==> config.mk <==
export PLATFORM = sky130hd
export DESIGN_NAME = mp_rx_filter
export DESIGN_NICKNAME = d
export VERILOG_FILES = /design/src/rtl/mp_rx_pkg.sv /design/src/rtl/mp_rx_ctrl.sv /design/src/rtl/mp_rx_dpath.sv /design/src/rtl/mp_rx_filter.sv
export SDC_FILE = /design/constraint.sdc
export NUM_CORES = 1
export LEC_CHECK = 0
export ABC_CLOCK_PERIOD_IN_PS = 2800
export CAP_MARGIN = 15
export CORE_MARGIN = 1
export CORE_UTILIZATION = 35
export DETAILED_ROUTE_END_ITERATION = 8
export SKIP_CTS_REPAIR_TIMING = 1
export SLEW_MARGIN = 20
export SYNTH_ARGS = -nofsm -noshare
export SYNTH_HDL_FRONTEND = slang
export SYNTH_HIERARCHICAL = 1
export SYNTH_SLANG_ARGS = --single-unit
==> constraint.sdc <==
create_clock -name clk -period 2.8 [get_ports clk]
set_input_delay 0.56 -clock clk [delete_from_list [all_inputs] [get_ports clk]]
set_output_delay 0.56 -clock clk [all_outputs]
set_load 0.05 [all_outputs]
==> src/rtl/mp_rx_pkg.sv <==
package mp_rx_pkg;

  typedef enum logic [2:0] {
    ST_IDLE,
    ST_START,
    ST_DATA,
    ST_NINTH,
    ST_STOP,
    ST_WAIT_HIGH
  } rxState_t;

  typedef struct packed {
    logic shiftData;
    logic takeNinth;
    logic frameDone;
  } rxStrobe_t;

endpackage

==> src/rtl/mp_rx_ctrl.sv <==
module mp_rx_ctrl
  import mp_rx_pkg::*;
#(
  parameter int OVERSAMPLE = 16,
  parameter int DATA_BITS  = 8
) (
  input  logic      clk,
  input  logic      rstN,
  input  logic      sampleTick,
  input  logic      rxEnable,
  input  logic      frameMode,
  input  logic      rxS,
  output rxStrobe_t strb
);

  localparam int CNT_W = $clog2(OVERSAMPLE);
  localparam int BIT_W = (DATA_BITS > 1) ? $clog2(DATA_BITS) : 1;
  localparam logic [CNT_W-1:0] MID_CNT  = CNT_W'(OVERSAMPLE / 2 - 1);
  localparam logic [CNT_W-1:0] LAST_CNT = CNT_W'(OVERSAMPLE - 1);
  localparam logic [BIT_W-1:0] LAST_BIT = BIT_W'(DATA_BITS - 1);

  rxState_t         state;
  logic [CNT_W-1:0] tickCnt;
  logic [BIT_W-1:0] bitCnt;
  logic             bitEnd;

  assign bitEnd = sampleTick && (tickCnt == LAST_CNT);

  always_comb begin
    strb = '0;
    strb.shiftData = bitEnd && (state == ST_DATA);
    strb.takeNinth = bitEnd && (state == ST_NINTH);
    strb.frameDone = bitEnd && (state == ST_STOP);
  end

  always_ff @(posedge clk or negedge rstN) begin
    if (!rstN) begin
      state   <= ST_IDLE;
      tickCnt <= '0;
      bitCnt  <= '0;
    end else if (!rxEnable) begin
      state   <= ST_IDLE;
      tickCnt <= '0;
      bitCnt  <= '0;
    end else if (sampleTick) begin
      case (state)
        ST_IDLE: begin
          tickCnt <= '0;
          if (!rxS) state <= ST_START;
        end
        ST_START: begin
          if (tickCnt == MID_CNT) begin
            tickCnt <= '0;
            bitCnt  <= '0;
            state   <= rxS ? ST_IDLE : ST_DATA;
          end else begin
            tickCnt <= tickCnt + 1'b1;
          end
        end
        ST_DATA: begin
          if (tickCnt == LAST_CNT) begin
            tickCnt <= '0;
            if (bitCnt == LAST_BIT) state <= frameMode ? ST_NINTH : ST_STOP;
            else bitCnt <= bitCnt + 1'b1;
          end else begin
            tickCnt <= tickCnt + 1'b1;
          end
        end
        ST_NINTH: begin
          if (tickCnt == LAST_CNT) begin
            tickCnt <= '0;
            state   <= ST_STOP;
          end else begin
            tickCnt <= tickCnt + 1'b1;
          end
        end
        ST_STOP: begin
          if (tickCnt == LAST_CNT) begin
            tickCnt <= '0;
            state   <= rxS ? ST_IDLE : ST_WAIT_HIGH;
          end else begin
            tickCnt <= tickCnt + 1'b1;
          end
        end
        ST_WAIT_HIGH: begin
          tickCnt <= '0;
          if (rxS) state <= ST_IDLE;
        end
        default: state <= ST_IDLE;
      endcase
    end
  end

  AST_IDLE_WHEN_OFF: assert property (@(posedge clk) disable iff (!rstN)
    !rxEnable |=> (state == ST_IDLE));

  AST_START_REJECT: assert property (@(posedge clk) disable iff (!rstN)
    (state == ST_START && sampleTick && tickCnt == MID_CNT && rxS) |=> (state == ST_IDLE || !rxEnable));

endmodule

==> src/rtl/mp_rx_dpath.sv <==
module mp_rx_dpath
  import mp_rx_pkg::*;
#(
  parameter int DATA_BITS   = 8,
  parameter int SYNC_STAGES = 2
) (
  input  logic                 clk,
  input  logic                 rstN,
  input  logic                 rxIn,
  input  rxStrobe_t            strb,
  input  logic                 frameMode,
  input  logic                 mpEnable,
  input  logic [DATA_BITS-1:0] slaveAddr,
  input  logic [DATA_BITS-1:0] addrMask,
  input  logic                 rxClear,
  input  logic                 feClear,
  output logic                 rxS,
  output logic [DATA_BITS-1:0] rxData,
  output logic                 rxBit9,
  output logic                 rxFlag,
  output logic                 feFlag
);

  logic [DATA_BITS-1:0] shiftReg;
  logic                 ninthReg;
  logic                 addrHit;
  logic                 qualifies;
  logic                 acceptFrame;

  generate
    if (SYNC_STAGES <= 1) begin : g_sync1
      logic syncQ;
      always_ff @(posedge clk or negedge rstN) begin
        if (!rstN) syncQ <= 1'b1;
        else       syncQ <= rxIn;
      end
      assign rxS = syncQ;
    end else begin : g_syncN
      logic [SYNC_STAGES-1:0] syncQ;
      always_ff @(posedge clk or negedge rstN) begin
        if (!rstN) syncQ <= '1;
        else       syncQ <= {syncQ[SYNC_STAGES-2:0], rxIn};
      end
      assign rxS = syncQ[SYNC_STAGES-1];
    end
  endgenerate

  always_ff @(posedge clk or negedge rstN) begin
    if (!rstN) begin
      shiftReg <= '0;
      ninthReg <= 1'b0;
    end else begin
      if (strb.shiftData) shiftReg <= {rxS, shiftReg[DATA_BITS-1:1]};
      if (strb.takeNinth) ninthReg <= rxS;
    end
  end

  assign addrHit = (((shiftReg ^ slaveAddr) & addrMask) == '0);

  always_comb begin
    if (!mpEnable)      qualifies = 1'b1;
    else if (frameMode) qualifies = ninthReg && addrHit;
    else                qualifies = rxS;
  end

  assign acceptFrame = strb.frameDone && qualifies && !rxFlag;

  always_ff @(posedge clk or negedge rstN) begin
    if (!rstN) begin
      rxData <= '0;
      rxBit9 <= 1'b0;
      rxFlag <= 1'b0;
    end else if (acceptFrame) begin
      rxData <= shiftReg;
      rxBit9 <= frameMode ? ninthReg : rxS;
      rxFlag <= 1'b1;
    end else if (rxClear) begin
      rxFlag <= 1'b0;
    end
  end

  always_ff @(posedge clk or negedge rstN) begin
    if (!rstN)                        feFlag <= 1'b0;
    else if (strb.frameDone && !rxS)  feFlag <= 1'b1;
    else if (feClear)                 feFlag <= 1'b0;
  end

  AST_FLAG_HOLDS: assert property (@(posedge clk) disable iff (!rstN)
    (rxFlag && !rxClear) |=> rxFlag);

  AST_NO_OVERWRITE: assert property (@(posedge clk) disable iff (!rstN)
    rxFlag |=> ($stable(rxData) && $stable(rxBit9)));

  AST_FE_STICKY: assert property (@(posedge clk) disable iff (!rstN)
    (feFlag && !feClear) |=> feFlag);

  AST_FE_CAUSE: assert property (@(posedge clk) disable iff (!rstN)
    $rose(feFlag) |-> $past(strb.frameDone));

  AST_NINTH_ZERO_DROP: assert property (@(posedge clk) disable iff (!rstN)
    (strb.frameDone && frameMode && mpEnable && !ninthReg && !rxFlag) |=> !rxFlag);

  AST_BAD_STOP_DROP: assert property (@(posedge clk) disable iff (!rstN)
    (strb.frameDone && !frameMode && mpEnable && !rxS && !rxFlag) |=> !rxFlag);

endmodule

==> src/rtl/mp_rx_filter.sv <==
module mp_rx_filter
  import mp_rx_pkg::*;
#(
  parameter int OVERSAMPLE  = 16,
  parameter int DATA_BITS   = 8,
  parameter int SYNC_STAGES = 2
) (
  input  logic                 clk,
  input  logic                 rstN,
  input  logic                 rxIn,
  input  logic                 sampleTick,
  input  logic                 frameMode,
  input  logic                 rxEnable,
  input  logic                 mpEnable,
  input  logic [DATA_BITS-1:0] slaveAddr,
  input  logic [DATA_BITS-1:0] addrMask,
  input  logic                 feMode,
  input  logic                 rxClear,
  input  logic                 feClear,
  output logic [DATA_BITS-1:0] rxData,
  output logic                 rxBit9,
  output logic                 rxFlag,
  output logic                 feFlag,
  output logic                 ctrlTopBit
);

  rxStrobe_t strb;
  logic      rxS;

  mp_rx_ctrl #(
    .OVERSAMPLE (OVERSAMPLE),
    .DATA_BITS  (DATA_BITS)
  ) i_ctrl (
    .clk        (clk),
    .rstN       (rstN),
    .sampleTick (sampleTick),
    .rxEnable   (rxEnable),
    .frameMode  (frameMode),
    .rxS        (rxS),
    .strb       (strb)
  );

  mp_rx_dpath #(
    .DATA_BITS   (DATA_BITS),
    .SYNC_STAGES (SYNC_STAGES)
  ) i_dpath (
    .clk       (clk),
    .rstN      (rstN),
    .rxIn      (rxIn),
    .strb      (strb),
    .frameMode (frameMode),
    .mpEnable  (mpEnable),
    .slaveAddr (slaveAddr),
    .addrMask  (addrMask),
    .rxClear   (rxClear),
    .feClear   (feClear),
    .rxS       (rxS),
    .rxData    (rxData),
    .rxBit9    (rxBit9),
    .rxFlag    (rxFlag),
    .feFlag    (feFlag)
  );

  assign ctrlTopBit = feMode ? feFlag : frameMode;

endmodule

==> results of run 1 <==
-- synthesized netlist by cell type (2+ instances only) --
| cell | count |
|---|---|
| mux2i_1 | 5 |
| nor2_1 | 3 |
| o21ai_0 | 7 |
| nor3_1 | 4 |
| buf_2 | 2 |
| mux2_4 | 2 |
| nand2_1 | 13 |
| inv_1 | 10 |
| dfrtp_1 | 30 |
| nand4_1 | 2 |
| nor2b_1 | 3 |
| xor2_1 | 9 |
| a22oi_1 | 2 |
| a21o_1 | 3 |
| a21oi_1 | 4 |
| mux2_2 | 18 |
| ha_1 | 3 |
| nand3_1 | 2 |
| xnor2_1 | 2 |
| nand2b_1 | 3 |
| dfstp_2 | 2 |
-- report_power, final --
part | total [uW] | switching [uW] | internal (uW)
clock network | 326 | 157 | 169
logic | 319 | 154 | 165
registers | 549 | 56.9 | 493
total | 1190 | 368 | 826
-- metrics by stage --
stage	cell area (um2)	hold slack, ns	setup WS, ns	utilization (%)	std cells
5_1_grt	2230	0.3654	0.3626	49.50	248
2_1_floorplan	1695	0.2644	0.5873	-	150
3_3_place_gp	2152	0.3456	0.1480	47.78	241
4_1_cts	2230	0.3570	0.4213	49.50	248
6_report	2230	0.3551	0.4354	49.50	248
3_5_place_dp	2152	0.3476	0.1267	47.78	241
-- metal layers --
metal	GRT usage (%)	routed length (um)	vias to the layer above
met2	26.73	1802	44
met1	19.17	1549	632
li1	-	-	625
met5	0	0	-
met4	6.754	43	0
met3	4.079	211	5
-- worst register-to-register path, stage by stage, from the launching register on --
cell,delay (ns)
dfrtp_1,0.42
xor2_1,0.15
a222oi_1,0.34
nand4_1,0.19
a311oi_4,0.33
buf_4,0.20
mux2_2,0.34
-- cell families (layout without fill, tap and decap cells) --
logic type	Yosys count	count (layout)	share of synthesized area (%)
mux	25	25	16.68
flops	32	32	47.38
buf+inv	13	59	3.026
xor+xnor	11	11	5.683
simple gates	38	38	11.88
fa+ha+maj	3	3	2.214
compound gates	28	28	13.14
-- worst min-delay path by stage --
stage | depth (start not counted) | from | end | slack (ns)
CTS | 0 | i_dpath/g_syncN.syncQ[0] | i_dpath/g_syncN.syncQ[1] | 0.36
floorplan | 0 | rstN | i_ctrl/bitCnt[0] | 0.26
detailed placement | 0 | i_dpath/g_syncN.syncQ[0] | i_dpath/g_syncN.syncQ[1] | 0.35
global placement | 0 | i_dpath/g_syncN.syncQ[0] | i_dpath/g_syncN.syncQ[1] | 0.35
global route | 0 | i_dpath/g_syncN.syncQ[0] | i_dpath/g_syncN.syncQ[1] | 0.37
finish | 0 | i_dpath/g_syncN.syncQ[0] | i_dpath/g_syncN.syncQ[1] | 0.36
-- registers in the layout, indices dropped and copies added, names as in the netlist --
| register | count |
|---|---|
| i_dpath/shiftReg | 8 |
| i_ctrl/state | 3 |
| i_dpath/rxBit9 | 1 |
| i_dpath/ninthReg | 1 |
| i_dpath/rxFlag | 1 |
| i_ctrl/bitCnt | 3 |
| i_dpath/feFlag | 1 |
| i_ctrl/tickCnt | 4 |
| i_dpath/rxData | 8 |
| i_dpath/g_syncN.syncQ | 2 |
-- cell usage in the layout, fill, tap and decap left out, types with 3 or more instances in the layout --
cell type,netlist,routed
clkdlybuf4s50_1,0,36
nor3_1,4,4
xor2_1,9,9
clkbuf_8,0,5
o21ai_0,7,7
a21o_1,3,3
a21oi_1,4,4
nand2b_1,3,3
mux2_2,18,18
nor2b_1,3,3
buf_4,0,6
inv_1,10,10
ha_1,3,3
mux2i_1,5,5
nor2_1,3,3
nand2_1,13,13
dfrtp_1,30,30
-- area by class of cell --
type	instances	area share, %
inverter	10	1.684
clock inverter	1	0.2245
timing repair buffer	42	18.18
multi-input combinational	105	37.71
sequential	32	36.03
tap	52	2.918
clock buffer	6	3.255
==> run metrics, run 1 <==
status finished, final reports clean; Final Max Slew Viols 0; total negative setup slack 0 ns; DR iter-0 viols 31; dominant cell type by area after synthesis dfrtp_1; die area 5127 um2; Tightest Pin Transition 0.5151 ns; YS warnings 6; nature of the critical path endpoint register; Post-Route WL 3607 um; TritonCTS buffer count 5; Worst setup startpoint slaveAddr[4]; # clock sinks 32; # DRC 0; synthesized instance count 150; CP cell instances clkdlybuf4s50_1, xor2_1, a222oi_1, nand4_1, a311oi_4, buf_4, mux2_2; MaxCap Viol Count 0; Clock transition at path regs 0.06 ns; RR Endpoint i_dpath/rxData[2]; reg2reg setup slack 0.72 ns; Hold WC Path Type reg -> reg; proportion of netlist area held by the largest area contributor 44.28%; Slew HR 65.55%; reg2reg path depth 6; Power Density 535.5 nW/um2; diode count 0; DR vias 1306; CP Capture Point i_dpath/rxData[2]; HPWL Detailed 2740 um; Starting Density 37.64%; r2r startpoint i_dpath/shiftReg[4]; largest net degree at the start of global routing 33; Async SR Flop Fraction 100.0%; Crit Path Class in -> reg; Post-Syn Area per Cell 11.30 um2; ys flop type dfrtp_1; Slowest-stage cell, CP clkdlybuf4s50_1; antenna-violating nets left 0; Final Power 1194 uW; row count 24; Skew-Pair Late Insertion Delay 0.28 ns; WL per Instance 14.54 um; RSZ-0062 raised after global routing no; vias in the first global route 1349; max incr delay on CP 0.41 ns; Die Width 71.60 um; Clock Skew 0.005690 ns; Crit path depth 7; Port Buf Inserts 37; CP delay by family, top compound AO/OA/AOI/OAI gates; Layout area overhead 31.51%; IO Pins 38; fin crit period 2.365 ns; GRT Util Overall 15.84%; Synth Cell Area 1695 um2; Netlist cell types 42; nets 225; First-pass DRT Iterations 4; WP buf/inv 2; Seq/Total Area, Yosys 47.38%; storage element area 803.3 um2; EDFF count, synth 0; syn nets 179; Hold Violations, Final 0; clock buffer depth 2; via density per instance 5.266; Root Driver clkbuf_8; initial antenna violation count 0; fin crit share 84.45%; Fillers 396; crit path DAT 2.52 ns; layout cells sized above 1 21.43%; Peak VDD IR 242.3 uV; Core ar. 4504 um2; height of the die 71.60 um; largest cells by area after synthesis dfrtp_1, mux2_2, xor2_1; first-pass GRT wire length 6175 um; CTS H-tree lvls 2; CTS tree built; grt ovf 0; multi-input combinational cell area 840.8 um2; Synth Register Bits 32; peak fanout along the critical path 6; CP Launch Type input pin; critical path required time 2.96 ns; Pleak 0.001031 uW; GP Congestion 0.7947; # setup viols final 0; Max Clk Rate 422.9 MHz
Power figures use the tool's default switching activity.
==> run 2, diff against run 1 <==
--- a/config.mk
+++ b/config.mk
@@ -5,7 +5,7 @@
 export SDC_FILE = /design/constraint.sdc
 export NUM_CORES = 1
 export LEC_CHECK = 0
-export ABC_CLOCK_PERIOD_IN_PS = 2800
+export ABC_CLOCK_PERIOD_IN_PS = 2450
 export CAP_MARGIN = 15
 export CORE_MARGIN = 1
 export CORE_UTILIZATION = 35
==> constraint.sdc (replaced) <==
create_clock -name clk -period 2.45 [get_ports clk]
set_input_delay 0.49 -clock clk [delete_from_list [all_inputs] [get_ports clk]]
set_output_delay 0.49 -clock clk [all_outputs]
set_load 0.05 [all_outputs]
==> run 2 against run 1 <==
Compared with the run above:
- utilization grew 0.94 points
- final cell count grew 1.6%
- total power grew 16%
- critical path type unchanged
- critical endpoint is now i_dpath/rxData[0]
- largest cell class unchanged
==> run metrics, run 2 (synthesis gave the netlist of run 1 again) <==
Peak VDD IR 313.4 uV; MaxCap Viol Count 0; TritonCTS buffer count 5; min-delay src i_dpath/g_syncN.syncQ[0]; total negative setup slack 0 ns; Fillers 415; CP Launch Type input pin; peak fanout along the critical path 6; fin cells 252; Die Width 71.60 um; Worst setup startpoint slaveAddr[4]; fin crit period 2.306 ns; initial antenna violation count 0; reg2reg path depth 6; Skew-Pair Late Insertion Delay 0.28 ns; crit path DAT 2.47 ns; hold path cells 0; most frequent cells in the layout clkdlybuf4s50_1, dfrtp_1, mux2_2, nand2_1, inv_1; final instance area 2272 um2; status finished, final reports clean; nets 229; Hold WC Path Type reg -> reg; row count 24; HPWL Detailed 2825 um; # clock sinks 32; Max Clk Rate 433.7 MHz; nature of the critical path endpoint register; Root Driver clkbuf_8; r2r startpoint i_dpath/shiftReg[4]; GP Congestion 0.7819; dpl cells 245; biggest regs i_dpath/rxData: 8 flops, i_dpath/shiftReg: 8 flops, i_ctrl/tickCnt: 4 flops; DR iter-0 viols 55; Layout area overhead 34.02%; antenna-violating nets left 0; # DRC 0; # setup viols final 0; CTS H-tree lvls 2; Hold Violations, Final 0; Pleak 0.001054 uW; clock buffer depth 2; grt ovf 0; critical path required time 2.61 ns; GRT Util Overall 16.56%; most common cell after layout, fill and taps aside clkdlybuf4s50_1; IO Pins 38; CTS tree built; fin crit share 94.12%; area post-placement 2195 um2; Clock Skew 0.006753 ns; Slew HR 65.30%; RR Endpoint i_dpath/rxData[0]; largest net degree at the start of global routing 33; Power Density 611.2 nW/um2; Post-Route WL 3720 um; die area 5127 um2; post-layout util 50.44%; Final Max Slew Viols 0; Tightest Pin Transition 0.5189 ns; Hold Slack 0.3558 ns; DR vias 1292; diode count 0; Core ar. 4504 um2; height of the die 71.60 um; Port Buf Inserts 37; first-pass GRT wire length 6423 um; layout cells sized above 1 23.00%; First-pass DRT Iterations 4; Crit Path Class in -> reg; Starting Density 37.64%; Hold EP i_dpath/g_syncN.syncQ[1]; RSZ-0062 raised after global routing no; reg2reg setup slack 0.36 ns; vias in the first global route 1361; via density per instance 5.127; Clock transition at path regs 0.06 ns; WL per Instance 14.76 um
[run 2: worst max-delay path, cell delays in order]
cell and delay (ns):
clkdlybuf4s50_1 0.41, xor2_1 0.16, a222oi_1 0.35, nand4_1 0.20, a311oi_4 0.33, buf_4 0.20, mux2_2 0.34
[run 2: worst max path at each step]
stage / to / slack (ns)
2_1_floorplan: i_dpath/rxBit9 / 0.31
3_3_place_gp: i_dpath/rxData[3] / -0.13
3_5_place_dp: i_dpath/rxData[5] / -0.17
4_1_cts: i_dpath/rxData[0] / 0.14
5_1_grt: i_dpath/rxData[2] / 0.09
6_report: i_dpath/rxData[0] / 0.14
[run 2: stage by stage]
| stage | power (uW) | setup WS, ns |
|---|---|---|
| 2_1_floorplan | 897.8 | 0.3073 |
| 3_3_place_gp | 1003 | -0.1278 |
| 3_5_place_dp | 1022 | -0.1689 |
| 4_1_cts | 1415 | 0.1418 |
| 5_1_grt | 1488 | 0.09300 |
| 6_report | 1389 | 0.1440 |
[run 2: final cells by class]
| class | instances | area, um2 | share of cell area, % |
|---|---|---|---|
| clock buffer | 6 | 72.57 | 3.194 |
| clock inverter | 1 | 5.005 | 0.2203 |
| inverter | 10 | 37.54 | 1.652 |
| multi-input combinational | 105 | 840.8 | 37.00 |
| sequential | 32 | 803.3 | 35.35 |
| tap | 52 | 65.06 | 2.863 |
| timing repair buffer | 46 | 447.9 | 19.71 |
[run 2: report_power, final]
group          switching (uW)  internal [uW]
clock                     184            193
combinational             202            201
sequential               45.6            563
[run 2: routing by layer]
metal  part of all wire (%)  vias up  track usage, %
met2                     49       35           27.67
met4                    1.2        0           7.190
met5                      0        -               0
met3                    5.1        5           4.923
met1                     44      617           19.82
li1                       -      635               -
==> run 3, diff against run 2 <==
--- a/config.mk
+++ b/config.mk
@@ -7,6 +7,7 @@
 export LEC_CHECK = 0
 export ABC_CLOCK_PERIOD_IN_PS = 2450
 export CAP_MARGIN = 15
+export CORE_ASPECT_RATIO = 1.75
 export CORE_MARGIN = 1
 export CORE_UTILIZATION = 35
 export DETAILED_ROUTE_END_ITERATION = 8
==> run 3 against run 2 <==
Compared with the run above:
- global-route usage rose by 1.1 points
- total power increased by 1.8%
- critical path depth is the same
- highest routed layer unchanged
==> run metrics, run 3 (synthesis gave the netlist of run 1 again) <==
via density per instance 5.221; grt ovf 0; Layout area overhead 34.69%; RR Endpoint i_dpath/rxData[2]; crit path DAT 2.47 ns; r2r startpoint i_dpath/shiftReg[4]; First-pass DRT Iterations 4; height of the die 94.07 um; nature of the critical path endpoint register; GP Congestion 0.8480; Crit Path Class in -> reg; Max Clk Rate 434.2 MHz; area post-placement 2195 um2; GRT Util Overall 17.63%; Slew HR 64.39%; vias in the first global route 1439; min-delay src i_dpath/g_syncN.syncQ[0]; Die Width 54.61 um; HPWL Detailed 3004 um; Tightest Pin Transition 0.5325 ns; Skew-Pair Late Insertion Delay 0.29 ns; first-pass GRT wire length 6417 um; row count 33; Clock Skew 0.01025 ns; PnR worst setup slack 0.1467 ns; TritonCTS buffer count 5; fin cells 253; status finished, final reports clean; Port Buf Inserts 37; MaxCap Viol Count 0; diode count 0; most common cell after layout, fill and taps aside clkdlybuf4s50_1; CTS H-tree lvls 2; Hold EP i_dpath/g_syncN.syncQ[1]; fin crit share 94.01%; Final Power 1414 uW; nets 229; RSZ-0062 raised after global routing no; Hold Violations, Final 0; Post-Route WL 3878 um; # setup viols final 0; Starting Density 36.34%; Clock transition at path regs 0.07 ns; Root Driver clkbuf_8; fin crit period 2.303 ns; WL per Instance 15.33 um; final instance area 2283 um2; CTS tree built; dpl cells 245; peak fanout along the critical path 5; IO Pins 38; DR iter-0 viols 19; Power Density 619.1 nW/um2; reg2reg setup slack 0.33 ns; Final Max Slew Viols 0; Core ar. 4666 um2; biggest regs i_dpath/rxData: 8 flops, i_dpath/shiftReg: 8 flops, i_ctrl/tickCnt: 4 flops; die area 5137 um2; dpl ws -0.1723 ns; clock buffer depth 2; DR vias 1321; initial antenna violation count 0; layout cells sized above 1 23.38%; reg2reg path depth 6; CP Launch Type input pin; Hold WC Path Type reg -> reg; Peak VDD IR 383.0 uV; largest net degree at the start of global routing 33; hold path cells 0; # clock sinks 32; # DRC 0; most frequent cells in the layout clkdlybuf4s50_1, dfrtp_1, mux2_2, nand2_1, inv_1; antenna-violating nets left 0; critical path required time 2.62 ns; Pleak 0.001054 uW
==> run 3: cell types whose count changed in the layout (fill, tap and decap cells not counted) <==
| cell | previous run | this run |
|---|---|---|
| clkinv_2 | 1 | 0 |
| clkinvlp_4 | 0 | 1 |
| clkinv_4 | 0 | 1 |
==> run 3: worst max path at each step <==
stage | start | end
after floorplan | slaveAddr[4] | i_dpath/rxBit9
after global placement | slaveAddr[4] | i_dpath/rxData[6]
after detailed placement | slaveAddr[4] | i_dpath/rxData[2]
after CTS | slaveAddr[4] | i_dpath/rxData[2]
after global routing | slaveAddr[4] | i_dpath/rxData[6]
final | slaveAddr[4] | i_dpath/rxData[2]
==> run 3: cell type report <==
cell class,count,area [um2]
inverters,10,37.54
repair buffers,46,447.9
multi-input cells,105,840.8
clock inverters,2,16.27
well taps,52,65.06
flip-flops and latches,32,803.3
clock buffers,6,72.57
fillers,454,2382
==> run 3: metal layers <==
| layer | GRT usage [%] | wire (um) | up-vias |
|---|---|---|---|
| met3 | 4.045 | 168 | 12 |
| li1 | - | - | 633 |
| met1 | 17.91 | 1444 | 634 |
| met5 | 0 | 0 | - |
| met4 | 8.974 | 114 | 0 |
| met2 | 31.22 | 2150 | 42 |
==> run 3: worst max-delay path, stage by stage <==
cell             delay, ns
clkdlybuf4s50_1       0.41
xor2_1                0.16
a222oi_1              0.34
nand4_1               0.19
a311oi_4              0.35
buf_4                 0.20
mux2_2                0.34
==> run 3: per-stage QoR <==
step | setup TNS (ns) | hold slack (ns) | utilization, %
2_1_floorplan | 0 | 0.1944 | -
3_3_place_gp | -1.279 | 0.3462 | 47.04
3_5_place_dp | -1.447 | 0.3468 | 47.04
4_1_cts | 0 | 0.3575 | 48.94
5_1_grt | 0 | 0.3678 | 48.94
6_report | 0 | 0.3569 | 48.94
==> run 3: report_power, final <==
part           switching (uW)  internal, uW
sequential               41.9           563
combinational             207           201
clock                     199           202
total                     448           965
